===== src/rtl/net_irq_pkg.sv =====
package net_irq_pkg;

  localparam int unsigned IRQ_W = 16;
  // implemented bits: 15..13 and 6..0
  localparam logic [IRQ_W-1:0] IRQ_IMPL = 16'hE07F;

  localparam int unsigned B_RX_OK       = 0;
  localparam int unsigned B_RX_ERR      = 1;
  localparam int unsigned B_TX_OK       = 2;
  localparam int unsigned B_TX_ERR      = 3;
  localparam int unsigned B_RX_RING_OVF = 4;
  localparam int unsigned B_UNDER_LINK  = 5;
  localparam int unsigned B_RX_FIFO_OVF = 6;
  localparam int unsigned B_LEN_CHG     = 13;
  localparam int unsigned B_TIMEOUT     = 14;
  localparam int unsigned B_BUS_ERR     = 15;

  typedef enum logic [1:0] {
    SEL_MASK = 2'd0,
    SEL_STAT = 2'd1,
    SEL_TCMP = 2'd2,
    SEL_TCNT = 2'd3
  } reg_sel_e;

  typedef struct packed {
    logic wr_mask;
    logic rd_stat;
    logic wr_tcmp;
    logic wr_tcnt;
  } bus_strb_t;

endpackage


===== src/rtl/irq_bus_dec.sv =====
module irq_bus_dec
  import net_irq_pkg::*;
#(
  parameter int unsigned ADDR_W = 2
) (
  input  logic              clk_i,
  input  logic              rst_ni,
  input  logic [ADDR_W-1:0] addr_i,
  input  logic              rd_i,
  input  logic              wr_i,
  output reg_sel_e          sel_o,
  output logic              hit_o,
  output bus_strb_t         strb_o
);

  logic upper_zero;

  generate
    if (ADDR_W > 2) begin : g_wide
      assign upper_zero = ~|addr_i[ADDR_W-1:2];
    end else begin : g_narrow
      assign upper_zero = 1'b1;
    end
  endgenerate

  assign sel_o = reg_sel_e'(addr_i[1:0]);
  assign hit_o = upper_zero;

  always_comb begin
    strb_o = '0;
    if (upper_zero) begin
      strb_o.wr_mask = wr_i && (sel_o == SEL_MASK);
      strb_o.wr_tcmp = wr_i && (sel_o == SEL_TCMP);
      strb_o.wr_tcnt = wr_i && (sel_o == SEL_TCNT);
      strb_o.rd_stat = rd_i && (sel_o == SEL_STAT);
      // write to status address decodes to nothing
    end
  end

  a_r7_no_stat_wr_strobe: assert property (@(posedge clk_i) disable iff (!rst_ni)
    (wr_i && !rd_i) |-> !strb_o.rd_stat);
  a_r2_one_write: assert property (@(posedge clk_i) disable iff (!rst_ni)
    $onehot0({strb_o.wr_mask, strb_o.wr_tcmp, strb_o.wr_tcnt}));

endmodule


===== src/rtl/irq_tick_timer.sv =====
module irq_tick_timer #(
  parameter int unsigned CNT_W = 16
) (
  input  logic             clk_i,
  input  logic             rst_ni,
  input  logic             cmp_wr_i,
  input  logic             cnt_wr_i,
  input  logic [CNT_W-1:0] wdata_i,
  output logic [CNT_W-1:0] cnt_o,
  output logic [CNT_W-1:0] cmp_o,
  output logic             hit_o
);

  logic [CNT_W-1:0] cnt_q, cmp_q;

  always_ff @(posedge clk_i or negedge rst_ni) begin
    if (!rst_ni) begin
      cnt_q <= '0;
      cmp_q <= '0;
    end else begin
      cnt_q <= cnt_wr_i ? '0 : cnt_q + 1'b1;
      if (cmp_wr_i) cmp_q <= wdata_i;
    end
  end

  // zero threshold disables the match
  assign hit_o = (cmp_q != '0) && (cnt_q == cmp_q);
  assign cnt_o = cnt_q;
  assign cmp_o = cmp_q;

  a_r9_restart: assert property (@(posedge clk_i) disable iff (!rst_ni)
    cnt_wr_i |=> (cnt_o == '0));
  a_r9_free_run: assert property (@(posedge clk_i) disable iff (!rst_ni)
    !cnt_wr_i |=> (cnt_o == CNT_W'($past(cnt_o) + 1'b1)));
  a_r10_threshold_hold: assert property (@(posedge clk_i) disable iff (!rst_ni)
    !cmp_wr_i |=> $stable(cmp_o));

endmodule


===== src/rtl/irq_status_latch.sv =====
module irq_status_latch
  import net_irq_pkg::*;
(
  input  logic             clk_i,
  input  logic             rst_ni,
  input  logic [IRQ_W-1:0] set_i,
  input  logic             clr_i,
  output logic [IRQ_W-1:0] stat_o,
  output logic [IRQ_W-1:0] stat_nxt_o
);

  logic [IRQ_W-1:0] stat_q;

  for (genvar i = 0; i < IRQ_W; i++) begin : g_bit
    if (IRQ_IMPL[i]) begin : g_flop
      // new event wins over the clear
      assign stat_nxt_o[i] = set_i[i] | (stat_q[i] & ~clr_i);
      always_ff @(posedge clk_i or negedge rst_ni) begin
        if (!rst_ni) stat_q[i] <= 1'b0;
        else         stat_q[i] <= stat_nxt_o[i];
      end
    end else begin : g_rsvd
      assign stat_nxt_o[i] = 1'b0;
      assign stat_q[i]     = 1'b0;
    end
  end

  assign stat_o = stat_q;

  a_r3_latch: assert property (@(posedge clk_i) disable iff (!rst_ni)
    (set_i != '0) |=> ((stat_o & $past(set_i & IRQ_IMPL)) == $past(set_i & IRQ_IMPL)));
  a_r5_clear: assert property (@(posedge clk_i) disable iff (!rst_ni)
    (clr_i && set_i == '0) |=> (stat_o == '0));
  a_r6_keep: assert property (@(posedge clk_i) disable iff (!rst_ni)
    (clr_i && set_i != '0) |=> (stat_o == $past(set_i & IRQ_IMPL)));
  a_r7_hold: assert property (@(posedge clk_i) disable iff (!rst_ni)
    (!clr_i && set_i == '0) |=> $stable(stat_o));

endmodule


===== src/rtl/net_irq_ctrl.sv =====
module net_irq_ctrl
  import net_irq_pkg::*;
#(
  parameter int unsigned ADDR_W = 2,
  parameter int unsigned CNT_W  = 16
) (
  input  logic              clk_i,
  input  logic              rst_ni,
  input  logic [ADDR_W-1:0] addr_i,
  input  logic              rd_i,
  input  logic              wr_i,
  input  logic [15:0]       wdata_i,
  output logic [15:0]       rdata_o,
  input  logic              ev_bus_err_i,
  input  logic              ev_len_chg_i,
  input  logic              ev_rx_fifo_ovf_i,
  input  logic              ev_link_chg_i,
  input  logic              rx_ptr_wr_i,
  input  logic              rx_empty_i,
  input  logic              ev_rx_ring_ovf_i,
  input  logic              ev_tx_err_i,
  input  logic              ev_tx_ok_i,
  input  logic              ev_rx_err_i,
  input  logic              ev_rx_ok_i,
  output logic              irq_no
);

  reg_sel_e         sel;
  logic             addr_hit;
  bus_strb_t        strb;
  logic [CNT_W-1:0] tmr_cnt, tmr_cmp;
  logic             tmr_hit;
  logic [IRQ_W-1:0] ev_vec, stat_q, stat_nxt;
  logic [IRQ_W-1:0] mask_q, mask_nxt;
  logic             irq_n_q;

  irq_bus_dec #(.ADDR_W(ADDR_W)) u_dec (
    .clk_i  (clk_i),
    .rst_ni (rst_ni),
    .addr_i (addr_i),
    .rd_i   (rd_i),
    .wr_i   (wr_i),
    .sel_o  (sel),
    .hit_o  (addr_hit),
    .strb_o (strb)
  );

  irq_tick_timer #(.CNT_W(CNT_W)) u_tmr (
    .clk_i    (clk_i),
    .rst_ni   (rst_ni),
    .cmp_wr_i (strb.wr_tcmp),
    .cnt_wr_i (strb.wr_tcnt),
    .wdata_i  (wdata_i[CNT_W-1:0]),
    .cnt_o    (tmr_cnt),
    .cmp_o    (tmr_cmp),
    .hit_o    (tmr_hit)
  );

  always_comb begin
    ev_vec                = '0;
    ev_vec[B_BUS_ERR]     = ev_bus_err_i;
    ev_vec[B_TIMEOUT]     = tmr_hit;
    ev_vec[B_LEN_CHG]     = ev_len_chg_i;
    ev_vec[B_RX_FIFO_OVF] = ev_rx_fifo_ovf_i;
    ev_vec[B_UNDER_LINK]  = ev_link_chg_i | (rx_ptr_wr_i & rx_empty_i);
    ev_vec[B_RX_RING_OVF] = ev_rx_ring_ovf_i;
    ev_vec[B_TX_ERR]      = ev_tx_err_i;
    ev_vec[B_TX_OK]       = ev_tx_ok_i;
    ev_vec[B_RX_ERR]      = ev_rx_err_i;
    ev_vec[B_RX_OK]       = ev_rx_ok_i;
  end

  irq_status_latch u_stat (
    .clk_i      (clk_i),
    .rst_ni     (rst_ni),
    .set_i      (ev_vec),
    .clr_i      (strb.rd_stat),
    .stat_o     (stat_q),
    .stat_nxt_o (stat_nxt)
  );

  assign mask_nxt = strb.wr_mask ? (wdata_i & IRQ_IMPL) : mask_q;

  always_ff @(posedge clk_i or negedge rst_ni) begin
    if (!rst_ni) begin
      mask_q  <= '0;
      irq_n_q <= 1'b1;
    end else begin
      mask_q  <= mask_nxt;
      // built from next state so the line tracks the registers without lag
      irq_n_q <= ~|(stat_nxt & mask_nxt);
    end
  end

  assign irq_no = irq_n_q;

  always_comb begin
    rdata_o = '0;
    if (rd_i && addr_hit) begin
      unique case (sel)
        SEL_MASK: rdata_o = mask_q;
        SEL_STAT: rdata_o = stat_q;
        SEL_TCMP: rdata_o = IRQ_W'(tmr_cmp);
        SEL_TCNT: rdata_o = IRQ_W'(tmr_cnt);
        default:  rdata_o = '0;
      endcase
    end
  end

  a_r4_irq_level: assert property (@(posedge clk_i) disable iff (!rst_ni)
    irq_no == !(|(stat_q & mask_q)));
  a_r2_mask_write: assert property (@(posedge clk_i) disable iff (!rst_ni)
    strb.wr_mask |=> (mask_q == ($past(wdata_i) & IRQ_IMPL)));
  a_r2_mask_hold: assert property (@(posedge clk_i) disable iff (!rst_ni)
    !strb.wr_mask |=> $stable(mask_q));
  a_r10_timeout_src: assert property (@(posedge clk_i) disable iff (!rst_ni)
    (tmr_cmp == '0) |-> !ev_vec[B_TIMEOUT]);

endmodule


===== config.mk =====
export PLATFORM = sky130hd
export DESIGN_NAME = net_irq_ctrl
export DESIGN_NICKNAME = d
export VERILOG_FILES = /design/src/rtl/net_irq_pkg.sv /design/src/rtl/irq_bus_dec.sv /design/src/rtl/irq_tick_timer.sv /design/src/rtl/irq_status_latch.sv /design/src/rtl/net_irq_ctrl.sv
export SDC_FILE = /design/constraint.sdc
export NUM_CORES = 1
export LEC_CHECK = 0
export BUFFER_PORTS_ARGS = -buffer_cell sky130_fd_sc_hd__clkbuf_2
export CORE_MARGIN = 5
export CORE_UTILIZATION = 50
export DETAILED_ROUTE_END_ITERATION = 10
export PLACE_DENSITY = 0.71
export SYNTH_ARGS = -nofsm -noshare
export SYNTH_HDL_FRONTEND = slang
export SYNTH_HIERARCHICAL = 1
export SYNTH_SLANG_ARGS = --single-unit

===== constraint.sdc =====
create_clock -name clk_i -period 2.29 [get_ports clk_i]
set_input_delay 0 -clock clk_i [delete_from_list [all_inputs] [get_ports clk_i]]
set_output_delay 0 -clock clk_i [all_outputs]
set_load 0.005 [all_outputs]

### Word level (Yosys, flattened, before mapping)

Cells that the tools add are included.

* bits in registers: 59
* input bits: 33
* output and inout port bits: 17
* logic and storage cells: 56

* add/sub/neg operators: 1
* eq/ne operators: 4
* muxes and demuxes: 4
* bitwise logic cells: 24
* reduce and logical (&&, ||, !) cells: 9

Operators by type and width (number)
* $pmux 16 s4: 1
* $mux 16: 3
* $add 16x1->16 const B: 1
* $and 16x16->16: 1
* $eq 16x16->1: 1
* $reduce_bool 16->1: 1
* $reduce_or 16->1: 1
* $and 1x1->1: 11
* $or 1x1->1: 11
* $logic_and 1x1->1: 5
* $eq 2x2->1 const B: 2
* $eq 2x1->1 const B: 1
* $logic_not 2->1: 1
* $logic_not 1->1: 1
* $not 1->1: 1

### Logic depth before layout (Yosys ltp)

Gate-level depths: netlist of run 1.

* word-level depth: 8
* mapped depth: 9
* mapped depth without buffers: 8

### By module

The synthesis of run 1 kept the hierarchy.

By module, submodules not included
* irq_tick_timer: times used 1, cells each 137, area each 1581.5 um^2, seq. area each 800.8 um^2
* net_irq_ctrl: times used 1, cells each 87, area each 1251.2 um^2, seq. area each 426.7 um^2
* irq_status_latch: times used 1, cells each 34, area each 422.9 um^2, seq. area each 250.2 um^2
* irq_bus_dec: times used 1, cells each 8, area each 58.8 um^2, seq. area each 0.0 um^2

### Worst setup path before layout of run 1

No wires, ideal clock.

* path kind: reg2reg
* start: register u_tmr.cmp_q[3], in the netlist u_tmr/cmp_o[3]
* end: register irq_n_q, in the netlist irq_no
* setup time: 0.075 ns
* arrival: 1.347 ns
* data required time: 2.215 ns
* slack: 0.868 ns
* cell stages (with the launch flop): 8
* buffers on the path: 0
* period minus slack after synthesis: 1.422 ns
* cell sequence: dfrtp_1 -> nor4_1 -> and4_1 -> nor2_1 -> a21o_1 -> a22oi_1 -> nand3_1 -> nor3_2

* longest elaborated chain between the ends: 6
* elaborated cells between the ends (all ways): 7
* those cells by class: eq/ne: 1; bitwise: 2; reduce/logical: 4

RTL lines
* from (decl): RTL line irq_tick_timer.sv:14 `logic [CNT_W-1:0] cnt_q, cmp_q;`
* from (signal assigned): RTL line irq_tick_timer.sv:22 `if (cmp_wr_i) cmp_q <= wdata_i;`
* $eq 16x16->1 / $reduce_bool 16->1 (equally long branches): RTL line irq_tick_timer.sv:27 `assign hit_o = (cmp_q != '0) && (cnt_q == cmp_q);`
* $logic_and 1x1->1 (*): RTL line irq_tick_timer.sv:27
* net ev_vec[14]: RTL line net_irq_ctrl.sv:33 `logic [IRQ_W-1:0] ev_vec, stat_q, stat_nxt;`
* $or 1x1->1 (*): RTL line irq_status_latch.sv:17 `assign stat_nxt_o[i] = set_i[i] | (stat_q[i] & ~clr_i);`
* net stat_nxt[14]: RTL line net_irq_ctrl.sv:33
* $and 16x16->16 (*): RTL line net_irq_ctrl.sv:91 `irq_n_q <= ~|(stat_nxt & mask_nxt);`
* $reduce_or 16->1 (*): RTL line net_irq_ctrl.sv:91
* $logic_not 1->1 (*): RTL line net_irq_ctrl.sv:91
* to (signal assigned): RTL line net_irq_ctrl.sv:91
* to (decl): RTL line net_irq_ctrl.sv:35 `logic irq_n_q;`

Mark *: on every way through the listed nets, which the timed path passes. The rest lies on a longest branch.
A chain may end at the register's enable or synchronous reset.

### Worst setup path after layout of run 1

* start: register u_tmr.cnt_q[3], in the netlist u_tmr/cnt_o[3]
* end: output port rdata_o[3]

* longest elaborated chain between the ends: 2

RTL lines
* from (decl): RTL line irq_tick_timer.sv:14
* from (signal assigned): RTL line irq_tick_timer.sv:21 `cnt_q <= cnt_wr_i ? '0 : cnt_q + 1'b1;`
* $pmux 16 s4: RTL line net_irq_ctrl.sv:100 `unique case (sel)`
* $mux 16: RTL line net_irq_ctrl.sv:99 `if (rd_i && addr_hit) begin`
* to (decl): RTL line net_irq_ctrl.sv:13 `output logic [15:0] rdata_o,`

Every way passes these cells.

==> flow_metrics.py, run 1 <==
metrics = {
    "status": {
        "status": "finished clean",
    },
    "layout": {
        "final_cell_mix": "dfrtp_1 (58), clkbuf_2 (49), dlygate4sd3_1 (27)",
        "fill_cells": 509,
        "diodes": 0,
        "multi_input_area_mm2": 0.001665,
        "final_common_cell": "dfrtp_1",
        "fin_nets": 374,
        "regArea_mm2": 0.001478,
        "layout-drive-gt1-share_pct": 31.59,
        "syn_to_final_growth_pct": 22.15,
        "final_area_mm2": 0.004044,
        "final_util_pct": 63.32,
    },
    "power_and_ir_drop": {
        "clock_power_share_pct": 36.2,
        "power_switching_uw": 824.0,
        "p_leak_nw": 1.920,
        "pwr-share-comb_pct": 18.3,
        "peakVddDrop_mv": 0.3868,
        "cellPowerDensity_mw_per_mm2": 737.4,
        "internal-power_mw": 2.158,
        "switching_share_pct": 27.63,
        "total_power_mw": 2.982,
        "seq_power_share_pct": 45.5,
    },
    "clock_tree": {
        "cts_made_buffers": 9,
        "clkLatencyLatePin_ns": 0.34,
        "cts_setup_buffers": 0,
        "htreeDepth": 3,
        "cts_buffer_depth": 2,
        "cts_sinks": 59,
        "cts_resized": 0,
        "cts.clk_slew.worst_paths_ns": 0.07,
        "root_buffer": "clkbuf_8",
        "cts_tree": "built",
    },
    "global_routing": {
        "grt_max_degree": 33,
        "grt_overflow_total": 0,
        "grt_use_total_pct": 20.33,
        "grt_first_pass_wirelength_mm": 13.09,
        "grt_pass1_vias": 2495,
        "antenna_found_initial": 0,
    },
    "timing": {
        "max_freq_mhz": 599.5,
        "final_hold_viol_count": 0,
        "fin_tns_setup_ns": 0,
        "relSlewSlack_pct": 50.39,
        "period_share_pct": 72.84,
        "worst_slew_pin_slew_ns": 0.7442,
        "rsz0062_at_grt": "no",
        "layout_min_cycle_time_ns": 1.668,
        "setup_viol": 0,
        "drv_slew": 0,
        "skew_ns": 0.008096,
    },
    "place": {
        "dp_hpwl_mm": 5.562,
        "place.gp.congestion": 0.8459,
        "dpl-instance-area_mm2": 0.003546,
        "port_buffers": 49,
    },
    "setup_path": {
        "cp_num_buf_inv": 1,
        "end_kind": "output port",
        "crit_fanout": 6,
        "cp_top_family": "multiplexers",
        "critPathKind": "flop to output port",
        "critPathSlowestCell": "mux4_1",
        "cpPeakStageDelay_ns": 0.53,
        "cp.arrival_ns": 1.67,
        "worstPathRequired_ns": 2.29,
        "crit_chain": "mux4_1 > and3_1 > clkbuf_2",
        "cp-start-kind": "flop",
    },
    "synth": {
        "synthCells": 265,
        "synth_area_mm2": 0.003311,
        "avgSynthCellArea_um2": 12.49,
        "ys_warn_count": 6,
    },
    "die": {
        "initial_core_util_pct": 51.84,
        "coreArea_mm2": 0.006386,
        "dieWidth_um": 91.37,
        "dieArea_mm2": 0.008348,
        "rows": 29,
        "die_h_um": 91.37,
        "io_pins": 50,
    },
    "drt": {
        "vias": 2375,
        "avgViaCountPerCell": 5.628,
        "drt_wl_total_mm": 7.980,
        "dr.pass1.iters": 4,
        "met1_length_mm": 3.421,
        "drt-initial-drc-count": 136,
        "drc_errors": 0,
        "wl_met3_um": 532,
        "antenna_left": 0,
        "top_layer": "met4",
        "met2_length_mm": 3.869,
        "wl_per_cell_um": 18.91,
    },
    "min_path": {
        "hp-class": "input port to flop",
    },
    "flow_run": {
        "max-cap-violations": 0,
    },
}
## per-layer routing
metal / track usage (%) / up-vias
met5: 0 / -
met4: 7.946 / 0
met3: 5.537 / 13
met2: 31.43 / 91
met1: 27.28 / 1168
li1: - / 1103
## sequential cells by signal, indices dropped and copies added (netlist names)
register	cells
u_tmr/cnt_o	16
irq_no	1
u_tmr/cmp_o	16
u_stat/stat_o	10
mask_q	16
## area by class of cell
cell class,count,share of cell area (%)
clock buffers,12,3.837
clock inverters,4,1.795
inverters,1,0.09282
multi-input cells,187,41.18
flip-flops and latches,59,36.54
well taps,77,2.382
repair buffers,82,14.17
## per-stage QoR
stage | hold WS [ns] | instances | worst slack (ns)
after floorplan | -0.2956 | 276 | 0.8682
after global placement | 0.1023 | 379 | 0.6487
after detailed placement | 0.09721 | 379 | 0.6615
after CTS | 0.2285 | 422 | 0.6187
after global routing | 0.2539 | 422 | 0.5263
final | 0.2489 | 422 | 0.6219
## worst min-delay path: stages
cell	delay, ns
clkbuf_2	0.08
and3b_1	0.17
inv_2	0.11
a21o_1	0.19
## power by group through the flow
stage                     clock network, mW  logic (mW)  registers [mW]
after floorplan                           0       0.397            1.30
after global placement                    0       0.495            1.36
after detailed placement                  0       0.510            1.37
after CTS                              1.09       0.547            1.35
after global routing                   1.15       0.603            1.37
final                                  1.08       0.547            1.36
## final timing paths
kind                              startpoint           endpoint  slack [ns]  cells after the start
max                           u_tmr/cnt_o[3]         rdata_o[3]        0.62                      3
min                                     rd_i   u_stat/stat_o[1]        0.25                      4
max reg2reg                   u_tmr/cnt_o[2]             irq_no        0.64                      8
min reg2reg                u_stat/stat_o[15]  u_stat/stat_o[15]        0.51                      1
max in group asynchronous             rst_ni             irq_no        1.35                      3
min in group asynchronous             rst_ni     u_tmr/cmp_o[8]        0.26                      2
## timing repair
action / in CTS / in global routing
endpoints found under the hold margin: 62 / 0
hold buffers: 27 / 0
endpoints found under the setup margin: 0 / 0
Note: power is estimated with default switching activity, not from simulation.
==> inputs of run 2 (changes only) <==
--- a/config.mk
+++ b/config.mk
@@ -5,6 +5,7 @@
 export SDC_FILE = /design/constraint.sdc
 export NUM_CORES = 1
 export LEC_CHECK = 0
+export ABC_AREA = 1
 export BUFFER_PORTS_ARGS = -buffer_cell sky130_fd_sc_hd__clkbuf_2
 export CORE_MARGIN = 5
 export CORE_UTILIZATION = 50
==> constraint.sdc (replaced) <==
create_clock -name clk_i -period 1.6 [get_ports clk_i]
set_input_delay 0 -clock clk_i [delete_from_list [all_inputs] [get_ports clk_i]]
set_output_delay 0 -clock clk_i [all_outputs]
set_load 0.005 [all_outputs]
==> run 2 against run 1 <==
  * Synthesized cell count up 85%
  * Sequential share of layout area decreased by 3.1 points
  * Sequential power grew 40%
  * The flow now finishes with violations (negative hold slack)
  * Critical path depth grew 11
  * Area after synthesis rose by 7.8%
  * Flip-flop and latch count is the same
==> flow_metrics.py, run 2 <==
metrics = {
    "drt": {
        "drt-initial-drc-count": 245,
        "avgViaCountPerCell": 5.114,
        "wl_per_cell_um": 14.09,
        "drt_wl_total_mm": 9.626,
        "dr.pass1.iters": 5,
        "antenna_left": 0,
        "vias": 3493,
        "drc_errors": 0,
    },
    "timing": {
        "fin_tns_setup_ns": 0,
        "final_hold_viol_count": 1,
        "fin_hold_ws_ns": -0.01657,
        "drv_slew": 0,
        "skew_ns": 0.006158,
        "rsz0062_at_grt": "no",
        "period_share_pct": 91.47,
        "setup_viol": 0,
        "layout_min_cycle_time_ns": 1.464,
        "max_freq_mhz": 683.3,
    },
    "synth": {
        "ys_warn_count": 6,
        "avgSynthCellArea_um2": 7.297,
        "synthCells": 489,
        "synth_area_mm2": 0.003568,
    },
    "power_and_ir_drop": {
        "cellPowerDensity_mw_per_mm2": 924.1,
        "pwr-share-comb_pct": 23.5,
        "internal-power_mw": 2.814,
        "p_leak_nw": 2.205,
        "clock_power_share_pct": 30.3,
        "seq_power_share_pct": 46.2,
        "switching_share_pct": 31.60,
        "peakVddDrop_mv": 0.6580,
        "power_switching_mw": 1.300,
    },
    "setup_path": {
        "rr_worst_depth": 14,
        "cp-start-kind": "flop",
        "worstPathRequired_ns": 1.87,
        "end_kind": "flop",
        "cp.arrival_ns": 1.74,
        "crit_fanout": 4,
        "critPathKind": "flop to flop",
    },
    "global_routing": {
        "grt_pass1_vias": 3433,
        "grt_use_total_pct": 22.95,
        "antenna_found_initial": 0,
        "grt_first_pass_wirelength_mm": 15.83,
        "grt_max_degree": 34,
        "grt_overflow_total": 0,
    },
    "status": {
        "violations": "negative hold slack",
        "status": "finished with violations",
    },
    "layout": {
        "diodes": 0,
        "final_common_cell": "nand2_1",
        "final_cell_mix": "nand2_1 (149), inv_1 (55), clkbuf_2 (49), dfrtp_1 (49), nor2_1 (46)",
        "fin_nets": 617,
        "stdcell_count": 683,
        "syn_to_final_growth_pct": 24.75,
        "layout-drive-gt1-share_pct": 23.85,
    },
    "min_path": {
        "hold_depth": 4,
        "hp-class": "input port to flop",
    },
    "clock_tree": {
        "cts_made_buffers": 9,
        "cts.clk_slew.worst_paths_ns": 0.06,
        "cts_tree": "built",
        "cts_buffer_depth": 2,
        "htreeDepth": 3,
        "clkLatencyLatePin_ns": 0.34,
        "root_buffer": "clkbuf_8",
        "cts_sinks": 59,
    },
    "die": {
        "rows": 30,
        "die_h_um": 94.48,
        "dieArea_mm2": 0.008926,
        "initial_core_util_pct": 51.95,
        "coreArea_mm2": 0.006869,
        "dieWidth_um": 94.48,
        "io_pins": 50,
    },
    "place": {
        "place.gp.congestion": 0.9308,
        "placed_cells": 630,
        "dp_hpwl_mm": 6.840,
        "port_buffers": 49,
    },
    "flow_run": {
        "max-cap-violations": 0,
    },
}
==> run 2: repair_timing <==
action | in CTS | in global routing
endpoints found under the setup margin | 0 | 1
setup buffers | 0 | 11
hold buffers | 28 | 0
resized for setup | 0 | 20
endpoints found under the hold margin | 88 | 0
==> run 2: per-stage QoR <==
stage	utilization (%)	setup slack [ns]	instance area (µm²)	total power [mW]
4_1_cts	63.10	0.08113	4334	4.055
5_1_grt	64.81	0.0009408	4452	4.363
3_5_place_dp	56.41	0.1314	3875	2.745
3_3_place_gp	56.41	0.1206	3875	2.725
2_1_floorplan	-	0.3231	3610	2.475
6_report	64.81	0.1365	4452	4.114
==> run 2: final timing paths <==
path                           startpoint               end  slack (ns)
max reg2reg                u_tmr/cmp_o[8]            irq_no        0.14
min reg2reg                u_tmr/cnt_o[0]    u_tmr/cnt_o[0]        0.50
max                        u_tmr/cmp_o[8]            irq_no        0.14
min in group asynchronous          rst_ni        mask_q[14]        0.22
max in group asynchronous          rst_ni    u_tmr/cnt_o[2]        0.97
min                            rx_empty_i  u_stat/stat_o[5]       -0.02
==> run 2: power by group through the flow <==
stage,sequential [mW],clock (mW),combinational [mW]
floorplan,1.86,0,0.615
global placement,1.90,0,0.825
detailed placement,1.91,0,0.836
CTS,1.88,1.28,0.897
global route,1.93,1.34,1.10
finish,1.90,1.25,0.966
==> run 2: layout make-up <==
type,count,area [µm²]
Sequential cell,59,1489
Multi-Input combinational cell,349,1713
Inverter,66,254.0
Timing Repair Buffer,98,696.9
Clock buffer,13,168.9
Tap cell,96,120.1
Clock inverter,2,10.01
Fill cell,609,2417
==> run 2: per-layer routing <==
layer,vias up,wire (µm),global-route usage (%)
li1,1694,-,-
met1,1625,4084,29.00
met2,151,4607,37.59
met3,23,720,6.135
met4,0,213,8.654
met5,-,0,0
==> run 2: worst max-delay path, stage by stage, from the launching register on <==
cell	delay (ns)
dfrtp_1	0.44
inv_2	0.08
nand2_1	0.06
nand2_1	0.07
nand2_1	0.07
nor2_1	0.10
nand3_1	0.08
nor2_1	0.11
inv_1	0.06
nand2_2	0.07
nand3_2	0.05
nand2_1	0.05
inv_1	0.04
nand3_1	0.07
nor2_1	0.04
